[config.mk]
export PLATFORM = sky130hd
export DESIGN_NAME = flash_cmd_ctrl
export DESIGN_NICKNAME = d
export VERILOG_FILES = /design/src/rtl/fcsm_pkg.sv /design/src/rtl/fcsm_seq.sv /design/src/rtl/fcsm_timer.sv /design/src/rtl/fcsm_array.sv /design/src/rtl/flash_cmd_ctrl.sv
export SDC_FILE = /design/constraint.sdc
export NUM_CORES = 2
export LEC_CHECK = 0
export ABC_AREA = 1
export BUFFER_PORTS_ARGS = -buffer_cell sky130_fd_sc_hd__buf_2
export CORE_MARGIN = 4
export CORE_UTILIZATION = 50
export CTS_CLUSTER_DIAMETER = 50
export DETAILED_ROUTE_END_ITERATION = 6
export HOLD_SLACK_MARGIN = 0.12
export PLACE_DENSITY = 0.68
export SLEW_MARGIN = 10
export SYNTH_ARGS = -nofsm -noshare
export SYNTH_HDL_FRONTEND = slang
export SYNTH_SLANG_ARGS = --single-unit
export TNS_END_PERCENT = 1
[constraint.sdc]
create_clock -name clk -period 2.25 [get_ports clk]
set_input_delay 0.225 -clock clk [delete_from_list [all_inputs] [get_ports clk]]
set_output_delay 0.225 -clock clk [all_outputs]
set_load 0.005 [all_outputs]
[src/rtl/fcsm_pkg.sv]
package fcsm_pkg;
   typedef enum logic [2:0] {
      SQ_READ, SQ_UNL1, SQ_UNL2, SQ_PGM, SQ_ERS0, SQ_ERS1, SQ_ERS2
   } seq_t;

   typedef enum logic [1:0] {
      OP_NONE, OP_PROG, OP_SERASE, OP_CERASE
   } op_t;

   localparam logic [7:0] CD_KEY1  = 8'hAA;
   localparam logic [7:0] CD_KEY2  = 8'h55;
   localparam logic [7:0] CD_PROG  = 8'hA0;
   localparam logic [7:0] CD_ERASE = 8'h80;
   localparam logic [7:0] CD_SECT  = 8'h30;
   localparam logic [7:0] CD_CHIP  = 8'h10;
endpackage

[src/rtl/fcsm_seq.sv]
module fcsm_seq
   import fcsm_pkg::*;
#(
   parameter int ADDR_W = 16,
   parameter int IDX_W  = 8,
   parameter logic [ADDR_W-1:0] KEY_A1 = 16'h5555,
   parameter logic [ADDR_W-1:0] KEY_A2 = 16'h2AAA
) (
   input  logic              clk,
   input  logic              rst_n,
   input  logic              clr,
   input  logic              busy,
   input  logic              wr_en,
   input  logic [ADDR_W-1:0] addr,
   input  logic [7:0]        wdata,
   output logic              launch,
   output op_t               launch_kind,
   output op_t               op_kind,
   output logic [IDX_W-1:0]  op_idx,
   output logic [7:0]        op_data
);
   seq_t st, nxt;

   always_comb begin
      nxt         = st;
      launch      = 1'b0;
      launch_kind = OP_NONE;
      if (clr) begin
         nxt = SQ_READ;
      end else if (wr_en && !busy) begin
         nxt = SQ_READ;
         unique case (st)
            SQ_READ: if (wdata == CD_KEY1 && addr == KEY_A1) nxt = SQ_UNL1;
            SQ_UNL1: if (wdata == CD_KEY2 && addr == KEY_A2) nxt = SQ_UNL2;
            SQ_UNL2: begin
               if (wdata == CD_PROG && addr == KEY_A1)       nxt = SQ_PGM;
               else if (wdata == CD_ERASE && addr == KEY_A1) nxt = SQ_ERS0;
            end
            SQ_PGM: begin
               launch      = 1'b1;
               launch_kind = OP_PROG;
            end
            SQ_ERS0: if (wdata == CD_KEY1 && addr == KEY_A1) nxt = SQ_ERS1;
            SQ_ERS1: if (wdata == CD_KEY2 && addr == KEY_A2) nxt = SQ_ERS2;
            SQ_ERS2: begin
               if (wdata == CD_SECT) begin
                  launch      = 1'b1;
                  launch_kind = OP_SERASE;
               end else if (wdata == CD_CHIP && addr == KEY_A1) begin
                  launch      = 1'b1;
                  launch_kind = OP_CERASE;
               end
            end
            default: nxt = SQ_READ;
         endcase
      end
   end

   always_ff @(posedge clk or negedge rst_n) begin
      if (!rst_n) begin
         st      <= SQ_READ;
         op_kind <= OP_NONE;
         op_idx  <= '0;
         op_data <= 8'hFF;
      end else begin
         st <= nxt;
         if (launch) begin
            op_kind <= launch_kind;
            op_idx  <= addr[IDX_W-1:0];
            op_data <= (launch_kind == OP_PROG) ? wdata : 8'hFF;
         end
      end
   end

   p_clr_to_read_r10: assert property (@(posedge clk) disable iff (!rst_n)
      clr |=> (st == SQ_READ));
   p_launch_ends_seq_r2: assert property (@(posedge clk) disable iff (!rst_n)
      launch |=> (st == SQ_READ));
   p_busy_writes_ignored_r11: assert property (@(posedge clk) disable iff (!rst_n)
      (wr_en && busy && !clr) |=> $stable(st));
endmodule

[src/rtl/fcsm_timer.sv]
module fcsm_timer #(
   parameter int CNT_W = 6
) (
   input  logic             clk,
   input  logic             rst_n,
   input  logic             start,
   input  logic [CNT_W-1:0] len,
   input  logic             abort,
   output logic             busy,
   output logic             done
);
   logic [CNT_W-1:0] cnt;

   assign done = busy && (cnt == '0) && !abort;

   always_ff @(posedge clk or negedge rst_n) begin
      if (!rst_n) begin
         busy <= 1'b0;
         cnt  <= '0;
      end else if (abort) begin
         busy <= 1'b0;
      end else if (start) begin
         busy <= 1'b1;
         cnt  <= len - 1'b1;
      end else if (busy) begin
         if (cnt == '0) busy <= 1'b0;
         else           cnt  <= cnt - 1'b1;
      end
   end

   p_start_sets_busy_r9: assert property (@(posedge clk) disable iff (!rst_n)
      (start && !abort) |=> busy);
   p_abort_clears_r10: assert property (@(posedge clk) disable iff (!rst_n)
      abort |=> !busy);
   p_busy_needs_start_r9: assert property (@(posedge clk) disable iff (!rst_n)
      $rose(busy) |-> $past(start));
endmodule

[src/rtl/fcsm_array.sv]
module fcsm_array
   import fcsm_pkg::*;
#(
   parameter int DEPTH   = 256,
   parameter int SECTORS = 32,
   parameter int IDX_W   = $clog2(DEPTH)
) (
   input  logic             clk,
   input  logic             rst_n,
   input  logic             apply,
   input  op_t              kind,
   input  logic [IDX_W-1:0] op_idx,
   input  logic [7:0]       op_data,
   input  logic [IDX_W-1:0] rd_idx,
   output logic [7:0]       rd_byte
);
   localparam int SEC_W  = $clog2(SECTORS);
   localparam int SEC_SZ = DEPTH / SECTORS;

   if (DEPTH % SECTORS != 0) begin : g_bad_split
      $error("DEPTH must be a multiple of SECTORS");
   end
   if ((1 << SEC_W) != SECTORS || SECTORS < 2) begin : g_bad_sec
      $error("SECTORS must be a power of two, at least 2");
   end

   logic [7:0] cells [DEPTH];
   logic [SEC_W-1:0] op_sec;
   logic [7:0]       old_byte;

   assign op_sec   = op_idx[IDX_W-1 -: SEC_W];
   assign old_byte = cells[op_idx];
   assign rd_byte  = cells[rd_idx];

   for (genvar g = 0; g < DEPTH; g++) begin : g_cell
      localparam logic [SEC_W-1:0] MY_SEC = SEC_W'(g / SEC_SZ);
      logic [7:0] q;
      always_ff @(posedge clk or negedge rst_n) begin
         if (!rst_n) begin
            q <= 8'hFF;
         end else if (apply) begin
            unique case (kind)
               OP_PROG:   if (op_idx == IDX_W'(g)) q <= q & op_data;
               OP_SERASE: if (op_sec == MY_SEC)    q <= 8'hFF;
               OP_CERASE: q <= 8'hFF;
               default:   q <= q;
            endcase
         end
      end
      assign cells[g] = q;
   end

   p_prog_only_clears_r3: assert property (@(posedge clk) disable iff (!rst_n)
      (apply && kind == OP_PROG) |=>
         ((cells[$past(op_idx)] & ~$past(old_byte)) == 8'h00));
   p_chip_all_ones_r5: assert property (@(posedge clk) disable iff (!rst_n)
      (apply && kind == OP_CERASE) |=>
         (cells[0] == 8'hFF && cells[DEPTH-1] == 8'hFF));
endmodule

[src/rtl/flash_cmd_ctrl.sv]
module flash_cmd_ctrl
   import fcsm_pkg::*;
#(
   parameter int ADDR_W     = 16,
   parameter int DEPTH      = 256,
   parameter int SECTORS    = 32,
   parameter int PROG_CYC   = 8,
   parameter int SERASE_CYC = 20,
   parameter int CERASE_CYC = 40,
   parameter logic [ADDR_W-1:0] KEY_A1 = 16'h5555,
   parameter logic [ADDR_W-1:0] KEY_A2 = 16'h2AAA
) (
   input  logic              clk,
   input  logic              rst_n,
   input  logic              cmd_rst,
   input  logic              wr_en,
   input  logic              rd_en,
   input  logic [ADDR_W-1:0] addr,
   input  logic [7:0]        wdata,
   output logic [7:0]        rdata,
   output logic              ready
);
   localparam int IDX_W  = $clog2(DEPTH);
   localparam int MAX_AB = (PROG_CYC > SERASE_CYC) ? PROG_CYC : SERASE_CYC;
   localparam int MAX_C  = (MAX_AB > CERASE_CYC) ? MAX_AB : CERASE_CYC;
   localparam int CNT_W  = $clog2(MAX_C + 1);

   if (ADDR_W < IDX_W) begin : g_bad_addr
      $error("ADDR_W too narrow for DEPTH");
   end
   if (PROG_CYC < 1 || SERASE_CYC < 1 || CERASE_CYC < 1) begin : g_bad_cyc
      $error("operation lengths must be at least one cycle");
   end

   logic             launch, busy, done, tog;
   op_t              launch_kind, op_kind;
   logic [IDX_W-1:0] op_idx;
   logic [7:0]       op_data, arr_byte;
   logic [CNT_W-1:0] len;

   fcsm_seq #(.ADDR_W(ADDR_W), .IDX_W(IDX_W), .KEY_A1(KEY_A1), .KEY_A2(KEY_A2)) u_seq (
      .clk(clk), .rst_n(rst_n), .clr(cmd_rst), .busy(busy), .wr_en(wr_en),
      .addr(addr), .wdata(wdata), .launch(launch), .launch_kind(launch_kind),
      .op_kind(op_kind), .op_idx(op_idx), .op_data(op_data)
   );

   always_comb begin
      unique case (launch_kind)
         OP_SERASE: len = CNT_W'(SERASE_CYC);
         OP_CERASE: len = CNT_W'(CERASE_CYC);
         default:   len = CNT_W'(PROG_CYC);
      endcase
   end

   fcsm_timer #(.CNT_W(CNT_W)) u_tmr (
      .clk(clk), .rst_n(rst_n), .start(launch), .len(len), .abort(cmd_rst),
      .busy(busy), .done(done)
   );

   fcsm_array #(.DEPTH(DEPTH), .SECTORS(SECTORS), .IDX_W(IDX_W)) u_arr (
      .clk(clk), .rst_n(rst_n), .apply(done), .kind(op_kind), .op_idx(op_idx),
      .op_data(op_data), .rd_idx(addr[IDX_W-1:0]), .rd_byte(arr_byte)
   );

   always_ff @(posedge clk or negedge rst_n) begin
      if (!rst_n) begin
         rdata <= 8'h00;
         tog   <= 1'b0;
      end else begin
         if (launch) tog <= 1'b0;
         else if (rd_en && busy) tog <= ~tog;
         if (rd_en) rdata <= busy ? {~op_data[7], tog, 6'b0} : arr_byte;
      end
   end

   assign ready = ~busy;

   p_toggle_flips_r8: assert property (@(posedge clk) disable iff (!rst_n)
      (rd_en && busy) |=> (tog != $past(tog)));
   p_ready_rise_cause_r9: assert property (@(posedge clk) disable iff (!rst_n)
      $rose(ready) |-> ($past(done) || $past(cmd_rst)));
   p_rdata_holds_r12: assert property (@(posedge clk) disable iff (!rst_n)
      !rd_en |=> $stable(rdata));
endmodule

## After elaboration in Yosys (flattened, before gate mapping)

Index checks and enable logic that the tools add are counted.

| storage, ports and cells | value |
|---|---|
| bits in registers | 2,085 |
| latch bits | 0 |
| bits in writable memories | 0 |
| memory bits (read-only) | 0 |
| output and inout port bits | 9 |
| memories | 0 |

| operators by class | value |
|---|---|
| add/subtract/negate cells | 2 |
| multipliers | 0 |
| divide/modulo/power cells | 0 |
| $lt $le $gt $ge | 1 |
| equal/unequal tests | 595 |
| shift-type cells | 0 |
| multiplexer cells | 578 |
| bitwise gates (word level) | 261 |
| reduce and logical (&&, ||, !) cells | 276 |

Operator list:

| kind | number |
|---|---|
| one-hot mux 8 bit (3 select lines) | 256 |
| 2-to-1 mux 8 bit | 292 |
| AND 8 bit | 256 |
| equality test 8 bit (second input constant) | 131 |
| AND reduction 4 bit | 256 |
| != test 2 x 1 -> 1 bit (second input constant) | 288 |
| equality test 8 x 7 -> 1 bit (second input constant) | 65 |
| equality test 8 x 6 -> 1 bit (second input constant) | 33 |
| equality test 8 x 5 -> 1 bit (second input constant) | 17 |
| equality test 5 bit (second input constant) | 16 |
| binary-select mux 8 bit (select 8 bit) | 1 |
| equality test 8 x 4 -> 1 bit (second input constant) | 8 |
| equality test 5 x 4 -> 1 bit (second input constant) | 8 |
| equality test 8 x 3 -> 1 bit (second input constant) | 4 |
| equality test 5 x 3 -> 1 bit (second input constant) | 4 |
| 2-to-1 mux 3 bit | 6 |
| 2-to-1 mux 6 bit | 3 |
| equality test 16 x 14 -> 1 bit (second input constant) | 1 |
| equality test 16 x 15 -> 1 bit (second input constant) | 1 |
| equality test 8 x 2 -> 1 bit (second input constant) | 2 |
| one-hot mux 3 bit (5 select lines) | 1 |
| one-hot mux 6 bit (2 select lines) | 1 |
| subtractor 6 x 1 -> 6 bit (second input constant) | 2 |
| 2-to-1 mux 1 bit | 11 |
| other kinds (24) | 50 |

## Depth between registers and ports, before layout

| depth | value |
|---|---|
| depth after elaboration | 11 |
| depth in mapped cells | 20 |
| gate-level depth less buffers | 17 |

## By module

A second synthesis with hierarchy kept.

| second synthesis, totals | value |
|---|---|
| cells, all modules | 12,325 |
| area, all modules | 99,690.6 um^2 |

By module, submodules not included:

| module | times used | cells each | area each (um^2) | sequential area each (um^2) |
|---|---|---|---|---|
| fcsm_array | 1 | 11,990 | 97,422.2 | 53,811.6 |
| fcsm_seq | 1 | 200 | 1,292.5 | 535.5 |
| fcsm_timer | 1 | 83 | 550.5 | 175.2 |
| flash_cmd_ctrl | 1 | 52 | 425.4 | 225.2 |

## Worst setup path after synthesis

No wires, ideal clock.

| path | value |
|---|---|
| kind | flip-flop to flip-flop |
| start point | reg u_tmr.busy |
| end point | reg u_tmr.cnt[4] |
| setup time | 0.118 ns |
| data arrival time | 2.054 ns |
| data required time | 2.132 ns |
| setup slack | 0.078 ns |
| cell stages (with the launch flop) | 17 |
| path buffers | 1 |
| clock period less this slack | 2.172 ns |
| cells stage by stage | dfrtp_1 inv_2 nand2_1 nor2_1 inv_1 nor2_2 inv_1 nand2_1 buf_2 nor2_1 inv_1 ha_1 inv_1 nor2_1 nand3_1 nand3_1 nand2_1 |

| on the way | value |
|---|---|
| cells in the longest elaborated chain, start to end | 8 |
| elaborated cells between the ends (all ways) | 14 |
| those cells by class | add/sub (1); eq/ne (3); mux (6); reduce/logical (4) |

RTL lines:

| what | RTL line | text |
|---|---|---|
| start, declared | fcsm_timer.sv:9 | `output logic busy,` |
| start signal, assigned | fcsm_timer.sv:18 | `busy <= 1'b0;` |
| start signal, assigned | fcsm_timer.sv:21 | `busy <= 1'b0;` |
| start signal, assigned | fcsm_timer.sv:23 | `busy <= 1'b1;` |
| zero test 1 bit | fcsm_seq.sv:30 | `end else if (wr_en && !busy) begin` |
| logical AND 1 bit | fcsm_seq.sv:30 |  |
| 2-to-1 mux 2 bit | fcsm_seq.sv:30 |  |
| 2-to-1 mux 2 bit | fcsm_seq.sv:28 | `if (clr) begin` |
| equality test 2 bit | flash_cmd_ctrl.sv:48 | `unique case (launch_kind)` |
| one-hot mux 6 bit (2 select lines) | flash_cmd_ctrl.sv:48 |  |
| subtractor 6 x 1 -> 6 bit | fcsm_timer.sv:24 | `cnt <= len - 1'b1;` |
| 2-to-1 mux 6 bit | fcsm_timer.sv:22 | `end else if (start) begin` |
| end signal, assigned | fcsm_timer.sv:24 |  |
| end signal, assigned | fcsm_timer.sv:27 | `else cnt <= cnt - 1'b1;` |
| end, declared | fcsm_timer.sv:12 | `logic [CNT_W-1:0] cnt;` |

Parallel ways exist; a longest one is shown, timed or not.
A chain may end at the register's enable or synchronous reset.

## Final worst setup path

| path | value |
|---|---|
| start point | reg u_tmr.cnt[5] |
| end point | reg u_arr.g_cell[28].q[3] |

| on the way | value |
|---|---|
| cells in the longest elaborated chain, start to end | 4 |

RTL lines:

| what | RTL line | text |
|---|---|---|
| zero test 6 bit | fcsm_timer.sv:14 | `assign done = busy && (cnt == '0) && !abort;` |
| logical AND 1 bit (2 in a row) | fcsm_timer.sv:14 |  |
| AND reduction 4 bit (no source line) | -- |  |
| end signal, assigned | fcsm_array.sv:43 | `OP_PROG: if (op_idx == IDX_W'(g)) q <= q & op_data;` |
| end signal, assigned | fcsm_array.sv:46 | `default: q <= q;` |
| end, declared | fcsm_array.sv:37 | `logic [7:0] q;` |

No other way between the ends.

==> impl_metrics.tcl <==
set metrics [dict create \
    outcome "complete, but fails checks" \
    failed_checks "negative setup slack" \
    timing.critical_path.from_type "register" \
    ios 38 \
    yosys.area.top_type "dfstp_2" \
    synth_top_area_share_pct 53.8 \
    die_area_um2 208000 \
    p_per_area_nw_per_um2 698 \
    fp.coreArea_um2 200000 \
    synth_cell_types 34 \
    vdd_drop_max_v 0.000624 \
    max_cap_violations 0 \
    clk_pin_slew_ps 60 \
    leakage_nw 58.8 \
    drive_above_1_share_pct 27.6 \
    gp_congestion 0.996 \
    root_buffer "clkbuf_16" \
    ys_seq_elements 2085 \
    finClkSkew_ps 26.3 \
    drt_iter0_drc 11800 \
    ys_seq_area_share_pct 54.5 \
    nets 13000 \
    die_w_um 456 \
    cts.sinks 2085 \
    drtPass1Iterations 7 \
    cp-end-kind "register" \
    synth_nets 12700 \
    clk_latency_ps 890 \
    fmax_ghz 0.416 \
    period_share_pct 107 \
    setup_tns_ps -21570 \
    synthCells 12700 \
    dr_total_vias 94200 \
    fin_util_pct 59.4 \
    hold_class "input pin to register" \
    synthesis.area_um2 100000 \
    critical_path.max_fanout 14 \
    worst-slew-pin-transition_ps 949 \
    whs_path_depth 5 \
    num_rows 164 \
    grt_pass1_wl_um 552000 \
    cts_tree "done" \
    yosys_warnings 0 \
    slew_viol_final 0 \
    finalSetupViolCount 530 \
    setup_slack_ps -156 \
    wirelength_um 360000 \
    ff2ff_path_depth 12 \
    syn_avg_cell_area_um2 7.91 \
    grt_max_degree 131 \
    start_util_pct 50.3 \
    drtAntennaViolNets 0 \
    ctsLongestPathBuffers 3 \
    avgRoutedWirePerCell_um 22.7 \
    placed_cells_incl_taps 15300 \
    dpl_worst_slack_ps -557 \
    period_needed_ps 2410 \
    grt_pass1_vias 91800 \
    ctsHtreeMaxLevel 4 \
    fin_area_um2 119000 \
    worstPathArrival_ps 3200 \
    final_cells 15800 \
    grt_usage_pct 33.8 \
    worstPathRequired_ps 3050 \
    die_h_um 456 \
    critical_path_class "register to register" \
    rsz0062_at_grt "true" \
    area_growth_pct 18.2 \
    grt_antenna_before_repair 16 \
    synthTopCellsByArea "dfstp_2 (54%), o21ai_0 (15%), nand2_1 (14%), nor2_1 (5.6%), inv_1 (1.9%)" \
    place_area_um2 109000 \
    numCtsBuffers 226 \
    overflow 0 \
    max_slew_margin_pct 36.8 \
    detail_route.vias_per_cell 5.94 \
    remaining_drc_errors 0 \
    hpwl_um 236000 \
    finalHoldViolations 0 \
    io_buffers 37 \
]
==> area by class of cell <==
type / instances / area (µm²)
Fill cell: 17600 / 81100
Sequential cell: 2085 / 54800
Multi-Input combinational cell: 9214 / 40600
Timing Repair Buffer: 901 / 9830
Clock buffer: 308 / 6600
Tap cell: 2656 / 3320
Inverter: 537 / 2080
Clock inverter: 117 / 1410
Antenna cell: 24 / 60.1
Timing Repair inverter: 1 / 7.51
==> through the flow <==
| stage | hold WS (ps) | total power [W] |
|---|---|---|
| after global routing | 132 | 0.0854 |
| final | 134 | 0.0829 |
| after CTS | 191 | 0.0833 |
| after floorplan | -70.6 | 0.0406 |
| after detailed placement | 426 | 0.0436 |
| after global placement | 427 | 0.0436 |
==> worst max-delay path, stage by stage (launching register included) <==
cell	delay, ps
dfrtp_1	400
nor2_1	100
nand2_1	70
nor3_2	130
inv_2	70
nor4_4	140
buf_6	150
buf_12	170
nand2_1	180
inv_1	250
nand2_1	280
o21ai_0	270
nand2_1	80
==> metal layers <==
| metal | wire length [µm] | GRT usage (%) |
|---|---|---|
| met5 | 103 | 0 |
| met3 | 39300 | 8.99 |
| met2 | 155000 | 49.4 |
| met1 | 143000 | 45.4 |
| met4 | 22100 | 19.4 |
==> registers in the layout (all words and copies together), names as in the netlist <==
name            count
u_tmr.busy          1
u_seq.op_kind       2
u_tmr.cnt           6
u_seq.st            3
tog                 1
u_arr.g_cell.q   2048
u_seq.op_data       8
rdata               8
u_seq.op_idx        8
==> Yosys cell counts (all sizes together) <==
| cell | n |
|---|---|
| nor4b | 1 |
| nand2 | 3789 |
| nand3 | 389 |
| dfrtp | 29 |
| nor3 | 6 |
| o22ai | 111 |
| clkbuf | 499 |
| clkinv | 3 |
| o21ai | 3086 |
| ha | 1 |
| nor4 | 4 |
| a21boi | 1 |
| inv | 534 |
| a21oi | 212 |
| buf | 376 |
| nand3b | 1 |
| nor2 | 1507 |
| dfstp | 2056 |
| o211ai | 32 |
| or2 | 2 |
| nand4 | 72 |
==> cell usage in the layout (no fill, tap or decap), drive strengths merged <==
| master | count |
|---|---|
| clkinv | 66 |
| diode | 24 |
| nor2 | 1507 |
| a21oi | 212 |
| dfrtp | 29 |
| nand2 | 3789 |
| inv | 546 |
| dlygate4sd3 | 40 |
| a21boi | 1 |
| clkbuf | 312 |
| nor4b | 1 |
| nand3b | 1 |
| ha | 1 |
| or2 | 2 |
| bufinv | 24 |
| o21ai | 3086 |
| clkinvlp | 19 |
| o22ai | 111 |
| dfstp | 2056 |
| nand4 | 72 |
| nor4 | 4 |
| nand3 | 389 |
| nor3 | 6 |
| buf | 857 |
| o211ai | 32 |
==> cells by family (layout without fill, tap and decap cells) <==
| kind of cell | after synthesis | after routing | synth area share (%) |
|---|---|---|---|
| AOI/OAI and AO/OA | 3442 | 3442 | 17.4 |
| adders and majority gates | 1 | 1 | 0.0124 |
| buffers and inverters | 1412 | 1864 | 5.83 |
| DFF | 2085 | 2085 | 54.5 |
| other | 0 | 24 | 0 |
| and+or+nand+nor | 5771 | 5771 | 22.3 |
==> final timing paths <==
kind / from / end / slack, ps
max: u_tmr.cnt[5] / u_arr.g_cell[28].q[3] / -160
min: addr[1] / u_seq.op_idx[1] / 130
max reg2reg: u_tmr.cnt[5] / u_arr.g_cell[28].q[3] / -160
min reg2reg: u_arr.g_cell[161].q[7] / u_arr.g_cell[161].q[7] / 460
max in group asynchronous: rst_n / u_arr.g_cell[234].q[2] / 820
min in group asynchronous: rst_n / u_arr.g_cell[54].q[0] / 620
==> repair_timing <==
| item | 4_1_cts | 5_1_grt |
|---|---|---|
| hold buffers | 42 | 1 |
| setup buffers | 4 | 5 |
| pin swaps | 1 | 4 |
| gates cloned | 0 | 7 |
| endpoints found under the hold margin | 955 | 1 |
| endpoints found under the setup margin | 1351 | 2063 |
| resized for setup | 127 | 464 |
==> power breakdown <==
group          total (W)  switching, W  leakage [nW]  internal, W
Sequential        0.0377     0.0000356          21.5       0.0377
Combinational    0.00555       0.00384          33.4      0.00172
Clock             0.0396        0.0163          3.95       0.0234
No activity file was read; power rests on OpenSTA's default activity.
